--- src/rtl/lsp_pkg.sv ---
package lsp_pkg;
  localparam int unsigned XLEN     = 64;
  localparam int unsigned RID_W    = 4;
  localparam int unsigned ILEN_MAX = 10;
  localparam int unsigned IBYTES_W = ILEN_MAX * 8;

  typedef logic [RID_W-1:0] rid_t;
  typedef logic [XLEN-1:0]  word_t;

  localparam rid_t REG_NONE = 4'hF;

  typedef enum logic [3:0] {
    OP_HALT  = 4'h0,
    OP_NOP   = 4'h1,
    OP_STORE = 4'h4,
    OP_LOAD  = 4'h5
  } op_e;

  typedef struct packed {
    op_e   op;
    rid_t  ra;
    rid_t  rb;
    word_t disp;
  } dreg_t;

  typedef struct packed {
    op_e   op;
    word_t val_a;
    word_t val_b;
    word_t disp;
    rid_t  dst;
  } ereg_t;

  typedef struct packed {
    op_e   op;
    word_t val_a;
    word_t addr;
    rid_t  dst;
  } mreg_t;

  typedef struct packed {
    op_e   op;
    word_t val_m;
    rid_t  dst;
  } wreg_t;
endpackage

--- src/rtl/lsp_fetch.sv ---
module lsp_fetch
  import lsp_pkg::*;
(
  input  word_t                 pc,
  input  logic [IBYTES_W-1:0]   ibytes,
  output dreg_t                 inst,
  output word_t                 pc_next
);
  localparam word_t LEN_MEM = word_t'(ILEN_MAX);
  localparam word_t LEN_ONE = word_t'(1);

  always_comb begin
    inst.ra   = ibytes[15:12];
    inst.rb   = ibytes[11:8];
    inst.disp = ibytes[IBYTES_W-1:16];
    case (ibytes[7:4])
      4'h0:    inst.op = OP_HALT;
      4'h4:    inst.op = OP_STORE;
      4'h5:    inst.op = OP_LOAD;
      default: inst.op = OP_NOP;
    endcase
    case (inst.op)
      OP_HALT:           pc_next = pc;
      OP_LOAD, OP_STORE: pc_next = pc + LEN_MEM;
      default:           pc_next = pc + LEN_ONE;
    endcase
  end
endmodule

--- src/rtl/lsp_regfile.sv ---
module lsp_regfile
  import lsp_pkg::*;
#(
  parameter int unsigned NREG   = 15,
  parameter int unsigned NREAD  = 2
)(
  input  logic                   clk,
  input  logic                   rst_n,
  input  rid_t [NREAD-1:0]       rd_sel,
  output word_t [NREAD-1:0]      rd_val,
  input  logic                   wr_en,
  input  rid_t                   wr_sel,
  input  word_t                  wr_val
);
  word_t regs [NREG];

  for (genvar i = 0; i < NREG; i++) begin : g_ent
    logic ent_en;
    assign ent_en = wr_en && (wr_sel == rid_t'(i));
    always_ff @(posedge clk or negedge rst_n) begin
      if (!rst_n)      regs[i] <= '0;
      else if (ent_en) regs[i] <= wr_val;
    end
  end

  for (genvar p = 0; p < NREAD; p++) begin : g_rd
    always_comb begin
      if (32'(rd_sel[p]) < NREG) rd_val[p] = regs[rd_sel[p]];
      else                       rd_val[p] = '0;
    end
  end
endmodule

--- src/rtl/lsp_hazard.sv ---
module lsp_hazard
  import lsp_pkg::*;
#(
  parameter int unsigned NSRC = 2
)(
  input  rid_t  [NSRC-1:0] src,
  input  word_t [NSRC-1:0] rf_val,
  input  op_e              e_op,
  input  rid_t             e_dst,
  input  op_e              m_op,
  input  rid_t             m_dst,
  input  word_t            m_val,
  input  op_e              w_op,
  input  rid_t             w_dst,
  input  word_t            w_val,
  output word_t [NSRC-1:0] fwd_val,
  output logic             load_use
);
  logic [NSRC-1:0] hit_e;

  for (genvar s = 0; s < NSRC; s++) begin : g_src
    always_comb begin
      if (src[s] == REG_NONE)                       fwd_val[s] = '0;
      else if (m_op == OP_LOAD && m_dst == src[s])  fwd_val[s] = m_val;
      else if (w_op == OP_LOAD && w_dst == src[s])  fwd_val[s] = w_val;
      else                                          fwd_val[s] = rf_val[s];
    end
    assign hit_e[s] = (src[s] != REG_NONE) && (e_dst == src[s]);
  end

  assign load_use = (e_op == OP_LOAD) && (e_dst != REG_NONE) && (|hit_e);
endmodule

--- src/rtl/lsp_core.sv ---
module lsp_core
  import lsp_pkg::*;
#(
  parameter int unsigned CNT_W       = 32,
  parameter int unsigned SYNC_STAGES = 2,
  parameter int unsigned NREG        = 15
)(
  input  logic                    clk,
  input  logic                    rst_n,
  output logic [63:0]             imem_addr,
  input  logic [IBYTES_W-1:0]     imem_bytes,
  output logic [63:0]             dmem_addr,
  output logic                    dmem_we,
  output logic [63:0]             dmem_wdata,
  input  logic [63:0]             dmem_rdata,
  output logic                    halted,
  output logic [CNT_W-1:0]        cycles
);
  localparam dreg_t D_BUB = '{op: OP_NOP, ra: REG_NONE, rb: REG_NONE, disp: '0};
  localparam ereg_t E_BUB = '{op: OP_NOP, val_a: '0, val_b: '0, disp: '0, dst: REG_NONE};
  localparam mreg_t M_BUB = '{op: OP_NOP, val_a: '0, addr: '0, dst: REG_NONE};
  localparam wreg_t W_BUB = '{op: OP_NOP, val_m: '0, dst: REG_NONE};

  // reset release synchroniser
  logic [SYNC_STAGES-1:0] sync_q;
  logic                   core_rst_n;
  always_ff @(posedge clk or negedge rst_n) begin
    if (!rst_n) sync_q <= '0;
    else        sync_q <= {sync_q[SYNC_STAGES-2:0], 1'b1};
  end
  assign core_rst_n = sync_q[SYNC_STAGES-1];

  word_t pc_q, pc_n;
  dreg_t d_q, d_n;
  ereg_t e_q, e_n;
  mreg_t m_q, m_n;
  wreg_t w_q, w_n;
  logic  halt_q;
  logic [CNT_W-1:0] cnt_q;

  logic  run, load_use, fd_en;
  rid_t  [1:0] d_src;
  word_t [1:0] rf_rd, d_val;
  rid_t  d_dst;
  word_t m_valm;
  logic  rf_we;

  assign run   = (w_q.op != OP_HALT);
  assign fd_en = run && !load_use;

  // fetch
  lsp_fetch u_fetch (
    .pc      (pc_q),
    .ibytes  (imem_bytes),
    .inst    (d_n),
    .pc_next (pc_n)
  );
  assign imem_addr = pc_q;

  // decode
  always_comb begin
    d_src[0] = (d_q.op == OP_STORE) ? d_q.ra : REG_NONE;
    d_src[1] = (d_q.op == OP_STORE || d_q.op == OP_LOAD) ? d_q.rb : REG_NONE;
    d_dst    = (d_q.op == OP_LOAD) ? d_q.ra : REG_NONE;
  end

  lsp_regfile #(.NREG(NREG), .NREAD(2)) u_rf (
    .clk    (clk),
    .rst_n  (core_rst_n),
    .rd_sel (d_src),
    .rd_val (rf_rd),
    .wr_en  (rf_we),
    .wr_sel (w_q.dst),
    .wr_val (w_q.val_m)
  );

  lsp_hazard #(.NSRC(2)) u_haz (
    .src      (d_src),
    .rf_val   (rf_rd),
    .e_op     (e_q.op),
    .e_dst    (e_q.dst),
    .m_op     (m_q.op),
    .m_dst    (m_q.dst),
    .m_val    (m_valm),
    .w_op     (w_q.op),
    .w_dst    (w_q.dst),
    .w_val    (w_q.val_m),
    .fwd_val  (d_val),
    .load_use (load_use)
  );

  always_comb begin
    e_n       = E_BUB;
    e_n.op    = d_q.op;
    e_n.val_a = d_val[0];
    e_n.val_b = d_val[1];
    e_n.disp  = d_q.disp;
    e_n.dst   = d_dst;
  end

  // execute
  always_comb begin
    m_n       = M_BUB;
    m_n.op    = e_q.op;
    m_n.val_a = e_q.val_a;
    m_n.addr  = e_q.val_b + e_q.disp;
    m_n.dst   = e_q.dst;
  end

  // memory
  assign dmem_addr  = m_q.addr;
  assign dmem_wdata = m_q.val_a;
  assign dmem_we    = run && (m_q.op == OP_STORE);
  assign m_valm     = (m_q.op == OP_LOAD) ? dmem_rdata : '0;

  always_comb begin
    w_n       = W_BUB;
    w_n.op    = m_q.op;
    w_n.val_m = m_valm;
    w_n.dst   = m_q.dst;
  end

  // writeback
  assign rf_we = (w_q.op == OP_LOAD) && (w_q.dst != REG_NONE);

  // pipeline registers with explicit enables
  always_ff @(posedge clk or negedge core_rst_n) begin
    if (!core_rst_n) begin
      pc_q <= '0;
      d_q  <= D_BUB;
    end else if (fd_en) begin
      pc_q <= pc_n;
      d_q  <= d_n;
    end
  end

  always_ff @(posedge clk or negedge core_rst_n) begin
    if (!core_rst_n)   e_q <= E_BUB;
    else if (run)      e_q <= load_use ? E_BUB : e_n;
  end

  always_ff @(posedge clk or negedge core_rst_n) begin
    if (!core_rst_n) begin
      m_q <= M_BUB;
      w_q <= W_BUB;
    end else if (run) begin
      m_q <= m_n;
      w_q <= w_n;
    end
  end

  always_ff @(posedge clk or negedge core_rst_n) begin
    if (!core_rst_n) begin
      halt_q <= 1'b0;
      cnt_q  <= '0;
    end else if (!halt_q) begin
      halt_q <= !run;
      cnt_q  <= cnt_q + 1'b1;
    end
  end

  assign halted = halt_q;
  assign cycles = cnt_q;

  // a hazard leaves a bubble in execute and holds fetch and decode
  a_r5_bubble_after_hazard: assert property (@(posedge clk) disable iff (!core_rst_n)
    (load_use && run) |=> (e_q.op == OP_NOP && e_q.dst == REG_NONE));
  a_r5_front_held: assert property (@(posedge clk) disable iff (!core_rst_n)
    (load_use && run) |=> ($stable(pc_q) && $stable(d_q)));
  // store address follows from the execute operands one cycle earlier
  a_r3_store_address: assert property (@(posedge clk) disable iff (!core_rst_n)
    (run && e_q.op == OP_STORE) |=> (dmem_addr == $past(e_q.val_b + e_q.disp)));
  // no memory write once halted, counter and flag frozen
  a_r7_no_store_when_halted: assert property (@(posedge clk) disable iff (!core_rst_n)
    halted |-> !dmem_we);
  a_r7_counter_frozen: assert property (@(posedge clk) disable iff (!core_rst_n)
    halted |=> (halted && $stable(cycles)));
  // halted rises only after a halt sat in writeback
  a_r7_halt_from_wb: assert property (@(posedge clk) disable iff (!core_rst_n)
    $rose(halted) |-> $past(w_q.op == OP_HALT));
  // register file written only by a load in writeback
  a_r4_write_only_load: assert property (@(posedge clk) disable iff (!core_rst_n)
    rf_we |-> (w_q.op == OP_LOAD && !halted));
endmodule

--- config.mk ---
export PLATFORM = sky130hd
export DESIGN_NAME = lsp_core
export DESIGN_NICKNAME = d
export VERILOG_FILES = /design/src/rtl/lsp_pkg.sv /design/src/rtl/lsp_fetch.sv /design/src/rtl/lsp_regfile.sv /design/src/rtl/lsp_hazard.sv /design/src/rtl/lsp_core.sv
export SDC_FILE = /design/constraint.sdc
export NUM_CORES = 2
export LEC_CHECK = 0
export BUFFER_PORTS_ARGS = -buffer_cell sky130_fd_sc_hd__buf_2
export CAP_MARGIN = 10
export CORE_MARGIN = 2
export CORE_UTILIZATION = 55
export CTS_BUF_LIST = sky130_fd_sc_hd__clkbuf_2
export DETAILED_ROUTE_END_ITERATION = 10
export GPL_ROUTABILITY_DRIVEN = 0
export PLACE_DENSITY_LB_ADDON = 0.1
export SLEW_MARGIN = 40
export SYNTH_ARGS = -nofsm -noshare
export SYNTH_HDL_FRONTEND = slang
export SYNTH_HIERARCHICAL = 1
export SYNTH_SLANG_ARGS = --single-unit
--- constraint.sdc ---
create_clock -name clk -period 60.2 [get_ports clk]
set_clock_uncertainty 0.05 [all_clocks]
set_input_delay 12.04 -clock clk [delete_from_list [all_inputs] [get_ports clk]]
set_output_delay 12.04 -clock clk [all_outputs]
set_load 0.01 [all_outputs]
==> metrics.md <==
| Metric | Value |
|---|---|
| First-pass GRT wire length | approximately 410,000 um |
| Setup TNS | 0 ns |
| CP max FO | 5 |
| RR Endpoint | e_q[186] |
| Power Density | between 20 and 25 mW/mm^2 |
| R2R setup slack | between 50 and 60 ns |
| Hold Path End | sync_q[1] |
| Crit end category | output port |
| Worst-Margin Slew | between 1 and 1.5 ns |
| Most common cell after layout, fill and taps aside | dfrtp_1 |
| Die Footprint | roughly 0.16 mm^2 |
| Largest family of logic cells by synthesized area | multiplexers |
| Placed Area | 0.08722 mm^2 |
| Normalized max-slew margin | 19.63% |
| Setup CP Type | flip-flop to output port |
| Synth Flop Type | dfrtp_1 |
| Initial Utilization | ~55% |
| Layout cells sized above 1 | 34.74% |
| # rows | roughly 140 |
| Placed Cells incl. Taps | 9,174 |
| Fill count | roughly 13,000 |
| RSZ-0062 raised after global routing | false |
| Routed Antenna Nets | 0 |
| Hold-fix buffers, CTS | 0 |
| PortBufs | roughly 370 |
| Clk_lat worst skew | roughly 1.9 ns |
| Nets | approximately 7,800 |
| Final min period | around 15 ns |
| Max_cap viols | 0 |
| Area share of fa/ha/maj cells after synthesis | less than 1% |
| Netlist cell types | slightly above 90 |
| Post-layout util | around three fifths |
| Via count | between 60,000 and 70,000 |
| Min-Delay Startpoint | sync_q[0] |
| Num CTS Buffers | between 400 and 500 |
| Synth Area in Simple Gates | 8.779% |
| Die width | between 300 and 400 um |
| Worst Path Required | about 48 ns |
| Clock buffer depth | 4 |
| H-tree Lvls | 5 |
| Final setup vio count | 0 |
| Vias in the first global route | roughly 64,000 |
| Leakage power of the design | 44.35 nW |
| HPWL after DPL | about 160,000 um |
| Worst r2r src | d_q[73] |
| Resized cells post-CTS | 0 |
| Mapped cell area | 0.08566 mm^2 |
| Core Region | 0.1544 mm^2 |
| Final hold vios | 0 |
| Io pins | around 370 |
| Final period util | 25.59% |
| Setup Buffers After CTS | 0 |
| CTS clk-pin slew, worst paths | about 0.11 ns |
| Post-Route WL | between 200,000 and 300,000 um |
| Finished Cell Area | between 0.09 and 0.1 mm^2 |
| Post-DR wirelength/cell | roughly 28 um |
| Hold crit path type | flip-flop to flip-flop |
| Hold depth | 0 |
| Die Y | 398.6 um |
| Post-synthesis cell count | between 7,000 and 8,000 |
| Startpoint Class | flip-flop |
| Initial antenna violation count | 7 |
| Commonest non-fill, non-tap cells in the layout | dfrtp_1 (1,518), mux2_2 (1,211), clkbuf_2 (613) |
| Root buffer cell | clkbuf_2 |
| DRC errors left | 0 |
| Seq/Total Area, Yosys | 45.11% |
| CTS tree | built |
| EDFF count, synth | 0 |
| Fin cells | 9,901 |
| Synth Area in XOR/XNOR | 1.738% |
| Area growth syn-to-layout | 6.125% |
| Initial DRC Count | 6,796 |
| Worst Path Arrival | between 3 and 4 ns |
| Worst vdd ir | ~20 uV |
| Synth Area in Compound Gates | about a tenth |
| Total Routing Usage GR | 34.13% |
| Syn. warnings | 6 |
| Drt first pass iters | 6 |
| Fin. max-slew vios | 0 |
| Mean Syn Cell Area | roughly 11 um^2 |
| Mux cell area share after synthesis | a little over a quarter |
| Cell count of the worst reg-to-reg path | 12 |
| CTS Sinks | 1,543 |
| Post-synthesis register bit count | 1,543 |
| DR vias/cell | around 6.5 |
| GRT Residual Overflow | 0 |
| Status | completed |
| Fmax | between 0.06 and 0.07 GHz |
| Post-synthesis async set-or-reset flop share | 100.0% |
| Largest net degree at the start of global routing | ~120 |
sequential cells by signal, summed over array words and instances (netlist names):
| signal | flops |
|---|---|
| halted | 1 |
| imem_addr | 64 |
| sync_q | 2 |
| w_q | 72 |
| cycles | 32 |
| dmem_wdata | 64 |
| m_q | 8 |
| u_rf/regs | 960 |
| e_q | 200 |
| d_q | 76 |
| dmem_addr | 64 |
Yosys cell counts (all sizes together), types with 5 or more instances:
cell type | instances | area [um^2]
and3 | 11 | 68.82
nor2b | 75 | 469.2
or2 | 13 | 81.33
buf | 481 | 3143
a22oi | 64 | 480.5
a211oi | 79 | 603.1
nand3b | 70 | 529.3
ha | 66 | 825.8
a221oi | 5 | 50.04
o21a | 9 | 67.56
a21oi | 331 | 1668
inv | 31 | 116.4
dfrtp | 1519 | 38010
nor3b | 5 | 42.54
or3 | 14 | 88.84
o31ai | 131 | 988.5
o21ai | 526 | 2644
xnor2 | 101 | 884.6
o211a | 64 | 640.6
o2111ai | 8 | 106.4
mux4 | 257 | 5788
o211ai | 7 | 52.55
a31oi | 131 | 819.5
nand4 | 51 | 344.1
mux2i | 385 | 3854
nand2b | 206 | 1296
and2 | 71 | 444.2
nand2 | 568 | 2135
clkbuf | 363 | 1363
mux2 | 1233 | 13880
nor3 | 33 | 175.2
dfstp | 24 | 630.6
nand3 | 159 | 845.8
o21bai | 17 | 127.6
a21o | 22 | 165.2
nor2 | 147 | 595.6
and4 | 7 | 61.31
nor4 | 26 | 219.0
o22ai | 66 | 426.7
xor2 | 69 | 604.3
worst max-delay path, cell delays in order (launching register included):
cell     delay, ns
dfstp_2       0.61
nor4_2        0.08
nor2b_1       0.13
nor4b_2       0.46
buf_2         0.27
final cells by class:
class	count	area, um^2	area share, %
repair buffers	498	3311	3.642
clock inverters	103	491.7	0.5409
multi-input cells	5059	42690	46.96
flip-flops and latches	1543	38650	42.51
inverters	31	116.4	0.1280
clock buffers	613	3068	3.375
well taps	2044	2557	2.813
diodes	10	25.02	0.02753
worst max-delay path by stage:
stage | to | startpoint | cells after the start
6_report | dmem_we | w_q[68] | 4
5_1_grt | dmem_we | w_q[68] | 4
4_1_cts | dmem_we | w_q[68] | 4
3_5_place_dp | imem_addr[54] | imem_bytes[5] | 7
3_3_place_gp | imem_addr[54] | imem_bytes[5] | 7
2_1_floorplan | cycles[0] | sync_q[1] | 0
routing by layer:
| layer | global-route usage, % | wire [um] |
|---|---|---|
| met1 | 47.57 | 114600 |
| met3 | 6.992 | 25100 |
| met2 | 51.82 | 122500 |
| met4 | 14.97 | 11160 |
| met5 | 0 | 0 |
report_power, final:
group          total, mW  internal, mW  leakage, nW  switching, mW
registers           1.04          1.04         20.3        0.00256
logic             0.0426        0.0114         21.3         0.0311
clock network      0.735         0.282         2.76          0.453
total               1.82          1.33         44.3          0.487
kinds of logic after synthesis:
family                   Yosys count
AO/OA/AOI/OAI                   1475
XOR/XNOR                         170
adder cells (fa/ha/maj)           67
buffers and inverters            875
flip-flops                      1543
multiplexers                    1875
other                              2
AND/OR/NAND/NOR                 1469
through the flow:
stage	hold slack [ns]	total power [mW]	setup slack [ns]
3_5_place_dp	0.2896	1.105	45.87
2_1_floorplan	0.2812	1.092	14.00
4_1_cts	0.3121	1.840	44.55
6_report	0.3069	1.819	44.79
5_1_grt	0.3274	1.899	44.51
3_3_place_gp	0.2905	1.103	45.91
Note: power is estimated with default switching activity, not from simulation.
